[config.mk]
export PLATFORM = sky130hd
export DESIGN_NAME = rx_stat_fifo
export DESIGN_NICKNAME = d
export VERILOG_FILES = /design/src/rtl/rsf_pkg.sv /design/src/rtl/rsf_store.sv /design/src/rtl/rsf_hold_ctrl.sv /design/src/rtl/rx_stat_fifo.sv
export SDC_FILE = /design/constraint.sdc
export NUM_CORES = 1
export LEC_CHECK = 0
export ABC_AREA = 1
export ABC_CLOCK_PERIOD_IN_PS = 6200
export BUFFER_PORTS_ARGS = -buffer_cell sky130_fd_sc_hd__buf_4
export CAP_MARGIN = 20
export CORE_MARGIN = 4
export CORE_UTILIZATION = 35
export DETAILED_ROUTE_END_ITERATION = 10
export GPL_TIMING_DRIVEN = 0
export HOLD_SLACK_MARGIN = 0.02
export PLACE_DENSITY = 0.51
export SLEW_MARGIN = 25
export SYNTH_ARGS = -nofsm -noshare
export SYNTH_HDL_FRONTEND = slang
export SYNTH_HIERARCHICAL = 1
export SYNTH_SLANG_ARGS = --single-unit
[constraint.sdc]
create_clock -name clk -period 6.2 [get_ports clk]
set_input_delay 1.24 -clock clk [delete_from_list [all_inputs] [get_ports clk]]
set_output_delay 1.24 -clock clk [all_outputs]
set_load 0.03 [all_outputs]
[src/rtl/rsf_pkg.sv]
package rsf_pkg;

    localparam int CHAR_W = 8;

    typedef struct packed {
        logic              eof;
        logic              frm;
        logic              ovr;
        logic              par;
        logic [CHAR_W-1:0] data;
    } rx_entry_t;

    function automatic logic has_special(input rx_entry_t e);
        return e.eof | e.frm | e.ovr | e.par;
    endfunction

    function automatic logic [7:0] status_view(input rx_entry_t e);
        return {e.eof, e.frm, e.ovr, e.par, 4'b0000};
    endfunction

endpackage

[src/rtl/rsf_store.sv]
module rsf_store
    import rsf_pkg::*;
#(
    parameter int DEPTH = 3
) (
    input  logic      clk,
    input  logic      rst,
    input  logic      push,
    input  rx_entry_t push_entry,
    input  logic      pop,
    output rx_entry_t head,
    output logic      empty
);
    localparam int PW = (DEPTH > 1) ? $clog2(DEPTH) : 1;
    localparam int CW = $clog2(DEPTH + 1);
    localparam logic [PW-1:0] LAST = PW'(DEPTH - 1);
    localparam logic [CW-1:0] FULL = CW'(DEPTH);

    rx_entry_t         slot_q [DEPTH];
    logic [PW-1:0]     rd_ptr_q, wr_ptr_q, newest;
    logic [CW-1:0]     count_q;
    logic              overwrite, append;
    logic [DEPTH-1:0]  slot_we;
    rx_entry_t         slot_wdata;

    function automatic logic [PW-1:0] ptr_inc(input logic [PW-1:0] p);
        return (p == LAST) ? '0 : p + 1'b1;
    endfunction

    function automatic logic [PW-1:0] ptr_dec(input logic [PW-1:0] p);
        return (p == '0) ? LAST : p - 1'b1;
    endfunction

    assign newest    = ptr_dec(wr_ptr_q);
    assign overwrite = push && (count_q == FULL) && !pop;
    assign append    = push && !overwrite;
    assign empty     = (count_q == '0);

    always_comb begin
        slot_wdata = push_entry;
        if (overwrite) slot_wdata.ovr = 1'b1;
    end

    generate
        for (genvar g = 0; g < DEPTH; g++) begin : g_slot
            assign slot_we[g] = (append    && wr_ptr_q == PW'(g)) ||
                                (overwrite && newest   == PW'(g));
            always_ff @(posedge clk) begin
                if (rst)             slot_q[g] <= '0;
                else if (slot_we[g]) slot_q[g] <= slot_wdata;
            end
        end
    endgenerate

    always_ff @(posedge clk) begin
        if (rst) begin
            rd_ptr_q <= '0;
            wr_ptr_q <= '0;
            count_q  <= '0;
        end else begin
            if (pop)    rd_ptr_q <= ptr_inc(rd_ptr_q);
            if (append) wr_ptr_q <= ptr_inc(wr_ptr_q);
            case ({append, pop})
                2'b10:   count_q <= count_q + 1'b1;
                2'b01:   count_q <= count_q - 1'b1;
                default: count_q <= count_q;
            endcase
        end
    end

    assign head = empty ? '0 : slot_q[rd_ptr_q];

endmodule

[src/rtl/rsf_hold_ctrl.sv]
module rsf_hold_ctrl (
    input  logic clk,
    input  logic rst,
    input  logic rd_en,
    input  logic err_reset,
    input  logic empty,
    input  logic head_special,
    output logic pop,
    output logic hold
);
    logic hold_q;
    logic read_ok;

    assign read_ok = rd_en && !empty && !hold_q;
    assign pop     = (read_ok && !head_special) || (err_reset && hold_q);

    always_ff @(posedge clk) begin
        if (rst)                          hold_q <= 1'b0;
        else if (err_reset)               hold_q <= 1'b0;
        else if (read_ok && head_special) hold_q <= 1'b1;
    end

    assign hold = hold_q;

endmodule

[src/rtl/rx_stat_fifo.sv]
module rx_stat_fifo
    import rsf_pkg::*;
#(
    parameter int DEPTH = 3
) (
    input  logic              clk,
    input  logic              rst,
    input  logic              wr_en,
    input  logic [CHAR_W-1:0] wr_data,
    input  logic              wr_par_err,
    input  logic              wr_frm_err,
    input  logic              wr_eof,
    input  logic              rd_en,
    input  logic              err_reset,
    output logic [CHAR_W-1:0] rd_data,
    output logic [7:0]        rd_stat,
    output logic              dma_req,
    output logic              spec_irq
);
    rx_entry_t in_entry, head;
    logic      empty, pop, hold;

    assign in_entry = '{eof: wr_eof, frm: wr_frm_err, ovr: 1'b0,
                        par: wr_par_err, data: wr_data};

    rsf_store #(.DEPTH(DEPTH)) u_store (
        .clk        (clk),
        .rst        (rst),
        .push       (wr_en),
        .push_entry (in_entry),
        .pop        (pop),
        .head       (head),
        .empty      (empty)
    );

    rsf_hold_ctrl u_hold (
        .clk          (clk),
        .rst          (rst),
        .rd_en        (rd_en),
        .err_reset    (err_reset),
        .empty        (empty),
        .head_special (has_special(head)),
        .pop          (pop),
        .hold         (hold)
    );

    assign rd_data  = head.data;
    assign rd_stat  = status_view(head);
    assign dma_req  = !empty && !hold;
    assign spec_irq = hold;

endmodule

==> key figures, run 1 <==
Routing
  – # DRC: 0
  – WL/cell: 12.5 um
  – Drt initial violations: 60
  – DRT Pass-1 Iters: 4
  – Via count: 1686
  – Remaining antenna violation count: 0
  – DRT Wirelength: 4.76 mm
  – Vias per cell: 4.43

Yosys
  – Synth area leaders: edfxtp_1 48%, inv_1 9.4%, dfxtp_1 8.0%
  – Yosys cell types: 21
  – Area leader, netlist: edfxtp_1
  – Post-Syn Area: 0.00227 mm2
  – Most frequent cell after synthesis: inv_1
  – Register area share after synthesis: 55.7%
  – Post-synth EDFFs: 36
  – Proportion of netlist area held by the largest area contributor: 47.7%
  – Syn_area_per_cell: 8.62 um2
  – Top post-synthesis cells by count: 57 x inv_1, 47 x nor2_1, 36 x edfxtp_1
  – Top_reg_cell synth: edfxtp_1
  – Yosys warnings: 6
  – Ys async rst share: 0%
  – Yosys reg bits: 45
  – Syn Inst Count: 263

STA
  – Max_slew headroom: 53.1%
  – Tightest Pin Transition: 0.702 ns
  – Final setup TNS: 0 ns
  – Final Cycle Share: 50.7%
  – Peak Freq: 318 MHz
  – Final Hold Fails: 0
  – WHS: 0.491 ns
  – Tmin final: 3.14 ns
  – Final setup vio count: 0
  – Max-slew violations: 0
  – RSZ-0062 raised after global routing: no
  – Worst clock skew: 0.00258 ns

Die
  – Starting Density: 35.9%
  – Die width: 88.5 um
  – Row count: 29
  – Die area: 0.00783 mm2
  – Die height: 88.5 um
  – I/O pin cnt: 34
  – CORE AREA: 0.00631 mm2

Power
  – Sw frac: 36.2%
  – P_int: 0.531 mW
  – Total leakage power: 1.31 nW
  – PwrDens: 311 mW/mm2
  – Combinational share of power: 33.7%
  – VDD IR max: 0.140 mV
  – Reported net switching power: 0.302 mW
  – Seq pwr share: 45.2%
  – Part of the power in the clock network: 21.1%

Worst setup path
  – Critical path peak fanout: 12
  – Worst Setup Start Kind: flop
  – Critical Path Sink Type: flop
  – Crit path kind: reg2reg
  – Worst Path Required: 6.13 ns
  – CP arrival: 3.07 ns

Clock network
  – CTS root buffer: clkbuf_8
  – CTS tree: yes
  – Clock sink count: 45
  – Num CTS Buffers: 5
  – Postcts setup bufs: 0
  – Clk slew on worst S/H paths: 0.08 ns
  – H-Tree Depth: 2
  – Cts repair resizes: 0
  – Hold buffers post-CTS: 0
  – Worst-Skew Late Latency: 0.29 ns
  – Max clock buf depth: 2

GRT
  – Grt total ovfl: 0
  – Vias in the first global route: 1569
  – Global Route Usage Sum: 13.1%
  – Largest net degree at the start of global routing: 15
  – Initial antenna violation count: 0
  – First-pass GRT wire length: 7.56 mm

Layout
  – Antenna Cells: 0
  – Layout cells sized above 1: 17.1%
  – Cell Count, Final, Fillers Out: 381
  – Final-layout fill cell count: 667
  – Register area: 0.00126 mm2
  – Number of nets in the finished design: 325
  – Synth-to-layout area growth: 18.3%
  – Post-layout util: 42.5%
  – Multi-input gate area: 714 um2

Job
  – Max capacitance violation total: 0

Hold path
  – Min-Delay Path Class: reg2reg

Placement
  – GP Congestion: 0.738
  – Port Buffers: 29
  – DP HPWL: 3.24 mm
  – Placed Instances: 373

Status
  – Outcome: finished, final reports clean
-- per-stage QoR --
stage	worst slack [ns]	power, mW	instance area (um2)
floorplan	3.69	0.572	2280
global placement	3.00	0.666	2590
detailed placement	3.02	0.668	2590
CTS	3.00	0.844	2680
global route	2.63	0.894	2680
finish	3.06	0.833	2680
-- power by group through the flow --
stage	combinational, mW	sequential [mW]	clock (mW)
finish	0.281	0.377	0.175
global route	0.319	0.381	0.194
CTS	0.285	0.377	0.182
detailed placement	0.284	0.384	0
global placement	0.283	0.383	0
floorplan	0.193	0.379	0
-- cell usage in the layout, fill, tap and decap left out --
master | Yosys | layout
conb_1 | 1 | 5
nor2_4 | 1 | 1
o21ai_1 | 2 | 2
clkbuf_1 | 4 | 4
nand3_1 | 10 | 10
clkbuf_8 | 0 | 5
buf_6 | 3 | 3
inv_1 | 57 | 57
clkinv_2 | 0 | 1
clkinv_1 | 0 | 1
nor2_1 | 47 | 47
inv_2 | 2 | 2
edfxtp_1 | 36 | 36
clkinv_4 | 0 | 1
nor3_1 | 1 | 1
nand3b_1 | 1 | 1
nand2_1 | 31 | 31
o21ai_0 | 23 | 23
a211oi_1 | 1 | 1
dfxtp_1 | 9 | 9
buf_2 | 1 | 1
nand2_2 | 5 | 5
ha_1 | 6 | 6
buf_4 | 4 | 33
a21oi_1 | 18 | 18
-- registers in the layout, summed over array words and instances, names as in the netlist, named ones only --
| name | count |
|---|---|
| u_store/count_q | 2 |
| u_store/slot_q | 36 |
| u_store/rd_ptr_q | 2 |
| u_hold/hold | 1 |
| u_store/wr_ptr_q | 2 |
-- final cells by class --
cell class | count | share of cell area [%]
flip-flops and latches | 45 | 47.0
well taps | 77 | 3.59
plain buffers | 12 | 3.13
inverters | 59 | 8.26
repair buffers | 29 | 8.12
clock inverters | 3 | 0.653
clock buffers | 5 | 2.57
multi-input cells | 151 | 26.6
-- metal layers --
metal  vias up  wire (um)  global-route usage (%)
met5         -          0                       0
met4         0         76                    5.22
met3         6        214                    2.98
met2        45       2250                    21.5
met1       745       2220                    16.6
li1        890          -                       -
-- path summary, 6_finish.rpt --
| kind | slack (ns) | cells past startpoint | endpoint | start |
|---|---|---|---|---|
| min reg2reg | 0.49 | 1 | u_store/rd_ptr_q[1] | u_store/rd_ptr_q[1] |
| max reg2reg | 3.06 | 15 | u_store/slot_q[0][4] | flop |
| min | 0.49 | 1 | u_store/rd_ptr_q[1] | u_store/rd_ptr_q[1] |
| max | 3.06 | 15 | u_store/slot_q[0][4] | flop |
-- logic make-up (layout without fill, tap and decap cells) --
family                     Yosys count  in the layout  share of synthesized area (%)
and+or+nand+nor                     96             96                           17.6
DFF                                 45             45                           55.7
AOI/OAI and AO/OA                   44             44                           9.83
adders and majority gates            6              6                           3.31
other                                1              5                          0.165
buffers and inverters               71            108                           13.5
-- worst max-delay path, stage by stage (launching register included) --
cell and delay (ns):
dfxtp_1 0.49, clkbuf_1 0.45, o21ai_0 0.20, o21ai_1 0.21, inv_1 0.08, nor2_1 0.08
nand2_1 0.05, inv_1 0.06, nand2_2 0.06, nand2_1 0.05, nand2_1 0.04, inv_1 0.18
nor2_4 0.09, nand2_2 0.11, nand3_1 0.10, nand3_1 0.51
Note: power is estimated with default switching activity, not from simulation.
==> inputs of run 2 (changes only) <==
--- a/config.mk
+++ b/config.mk
@@ -6,7 +6,7 @@
 export NUM_CORES = 1
 export LEC_CHECK = 0
 export ABC_AREA = 1
-export ABC_CLOCK_PERIOD_IN_PS = 6200
+export ABC_CLOCK_PERIOD_IN_PS = 2900
 export BUFFER_PORTS_ARGS = -buffer_cell sky130_fd_sc_hd__buf_4
 export CAP_MARGIN = 20
 export CORE_MARGIN = 4
==> constraint.sdc (replaced) <==
create_clock -name clk -period 2.9 [get_ports clk]
set_input_delay 0.58 -clock clk [delete_from_list [all_inputs] [get_ports clk]]
set_output_delay 0.58 -clock clk [all_outputs]
set_load 0.03 [all_outputs]
==> key figures, run 2 (synthesis gave the netlist of run 1 again) <==
Clock network
  – H-Tree Depth: 2 (unchanged)
  – CTS tree: yes
  – Clock sink count: 45 (unchanged)
  – Num CTS Buffers: 5 (unchanged)
  – CTS root buffer: clkbuf_8
  – Worst-Skew Late Latency: 0.29 ns (about the same)
  – Clk slew on worst S/H paths: 0.08 ns (about the same)
  – Max clock buf depth: 2 (unchanged)
  – Hold buffers post-CTS: 0 (unchanged)

Routing
  – WL/cell: 12.6 um (+0.67%)
  – Drt initial violations: 53 (-12%)
  – Remaining antenna violation count: 0 (unchanged)
  – Vias per cell: 4.43 (unchanged)
  – # DRC: 0 (unchanged)
  – DRT Pass-1 Iters: 4 (unchanged)
  – DRT Wirelength: 4.79 mm (+0.67%)
  – Via count: 1686 (unchanged)

Worst setup path
  – Worst path max stage delay: 0.41 ns (-0.10 ns)
  – Crit path kind: reg2reg
  – Critical Path Sink Type: flop
  – Crit-path cells: buf_4 > o21ai_0 > o21ai_1 > inv_1 > nor2_1 > nand2_1 > inv_1 > nand2_2 > nand2_1 > nand2_1 > inv_2 > nor2_4 > nand2_2 > nand2_1 > ha_1 > inv_1 > nand2_1 > nor2_1 > nand2_1 > nand2_1 > nor2_1
  – CP arrival: 2.76 ns (-0.31 ns)
  – Worst Path Required: 3.09 ns (-3.04 ns)
  – Critical path peak fanout: 10 (-2)
  – Crit-path slowest cell: dfxtp_2
  – Worst Setup Start Kind: flop
  – Most frequent CP cell: nand2_1

STA
  – WHS: 0.491 ns (+0.000286 ns)
  – RSZ-0062 raised after global routing: no
  – Tmin final: 2.57 ns (-0.574 ns)
  – Final Hold Fails: 0 (unchanged)
  – Max-slew violations: 0 (unchanged)
  – Worst clock skew: 0.00316 ns (+0.000577 ns)
  – Final worst slack: 0.333 ns (-2.73 ns)
  – Final setup vio count: 0 (unchanged)
  – Final Cycle Share: 88.5% (+38 points)
  – Peak Freq: 390 MHz (+22%)
  – Final setup TNS: 0 ns (unchanged)

Layout
  – Fin area: 0.00272 mm2 (+1.5%)
  – Antenna Cells: 0 (unchanged)
  – Number of nets in the finished design: 325 (unchanged)
  – Layout cells sized above 1: 20.4% (+3.3 points)
  – Commonest non-fill, non-tap cells in the layout: 56 x inv_1, 46 x nor2_1, 36 x edfxtp_1
  – Synth-to-layout area growth: 20.1%
  – Max reg flops: 36 (unchanged)
  – Commonest non-fill, non-tap cell in the layout: inv_1
  – Register name with the most flops: u_store/slot_q

Die
  – Die width: 88.5 um (unchanged)
  – Starting Density: 35.9% (unchanged)
  – Row count: 29 (unchanged)
  – Die area: 0.00783 mm2 (unchanged)
  – Die height: 88.5 um (unchanged)
  – CORE AREA: 0.00631 mm2 (unchanged)
  – I/O pin cnt: 34 (unchanged)

Power
  – PwrDens: 666 mW/mm2 (+110%)
  – VDD IR max: 0.325 mV (+130%)
  – Total leakage power: 1.34 nW (+2.1%)
  – Design Power: 1.81 mW (+120%)

GRT
  – Vias in the first global route: 1593 (+1.5%)
  – Global Route Usage Sum: 13.2% (+0.097 points)
  – First-pass GRT wire length: 7.61 mm (+0.73%)
  – Initial antenna violation count: 0 (unchanged)
  – Grt total ovfl: 0 (unchanged)
  – Largest net degree at the start of global routing: 15 (unchanged)

Placement
  – Port Buffers: 29 (unchanged)
  – Pre-CTS WS: -0.277 ns (-3.30 ns)
  – DP Area: 0.00259 mm2 (unchanged)
  – DP HPWL: 3.24 mm (unchanged)
  – GP Congestion: 0.738 (unchanged)

Status
  – Outcome: finished, final reports clean

Hold path
  – Min-Delay Path Class: reg2reg

Job
  – Max capacitance violation total: 0 (unchanged)
==> run 2: changes by cell type in the layout (fill, tap and decap cells not counted), sizes merged <==
cell    change
clkbuf      -2
buf         +2
==> run 2: final cells by class <==
cell class / instances / area (um2)
tap: 77 / 96.3
inverter: 59 / 221
buffer: 12 / 100
multi-input combinational: 151 / 737
timing repair buffer: 29 / 218
clock inverter: 3 / 17.5
sequential: 45 / 1260
clock buffer: 5 / 68.8
fill: 660 / 3590
==> run 2: power breakdown <==
| part | switching, mW | internal (mW) | total [mW] |
|---|---|---|---|
| sequential | 0.0430 | 0.768 | 0.811 |
| combinational | 0.402 | 0.223 | 0.625 |
| clock | 0.210 | 0.167 | 0.376 |
==> run 2: metrics by stage <==
| stage | util [%] | instances |
|---|---|---|
| final | 43.1 | 381 |
| after global placement | 41.1 | 373 |
| after detailed placement | 41.1 | 373 |
| after CTS | 42.8 | 381 |
| after global routing | 43.1 | 381 |
| after floorplan | - | 267 |
==> run 2: worst max-delay path, delay by kind of cell (launching register included) <==
family | cells | cell delay, ns
adders and majority gates | 1 | 0.28
and+or+nand+nor | 13 | 0.90
DFF | 1 | 0.41
AOI/OAI and AO/OA | 2 | 0.32
buffers and inverters | 5 | 0.55
==> run 2: repair_timing <==
action                     4_1_cts  5_1_grt
pin swaps                        0        0
hold endpoints to repair         0        0
resized for setup                6       16
setup endpoints to repair       38       68
setup buffers                    0        0
==> run 2: per-layer routing <==
layer  up-vias  track usage [%]  wire [um]
li1        891                -          -
met1       752             16.7       2230
met2        34             21.8       2270
met3         9             2.79        179
met5         -                0          0
met4         0             5.36        112
==> run 2: final timing paths <==
| path | cells past startpoint | start | to | slack (ns) |
|---|---|---|---|---|
| max | 21 | flop | u_store/count_q[1] | 0.33 |
| min | 1 | u_store/rd_ptr_q[1] | u_store/rd_ptr_q[1] | 0.49 |
| max reg2reg | 21 | flop | u_store/count_q[1] | 0.33 |
| min reg2reg | 1 | u_store/rd_ptr_q[1] | u_store/rd_ptr_q[1] | 0.49 |
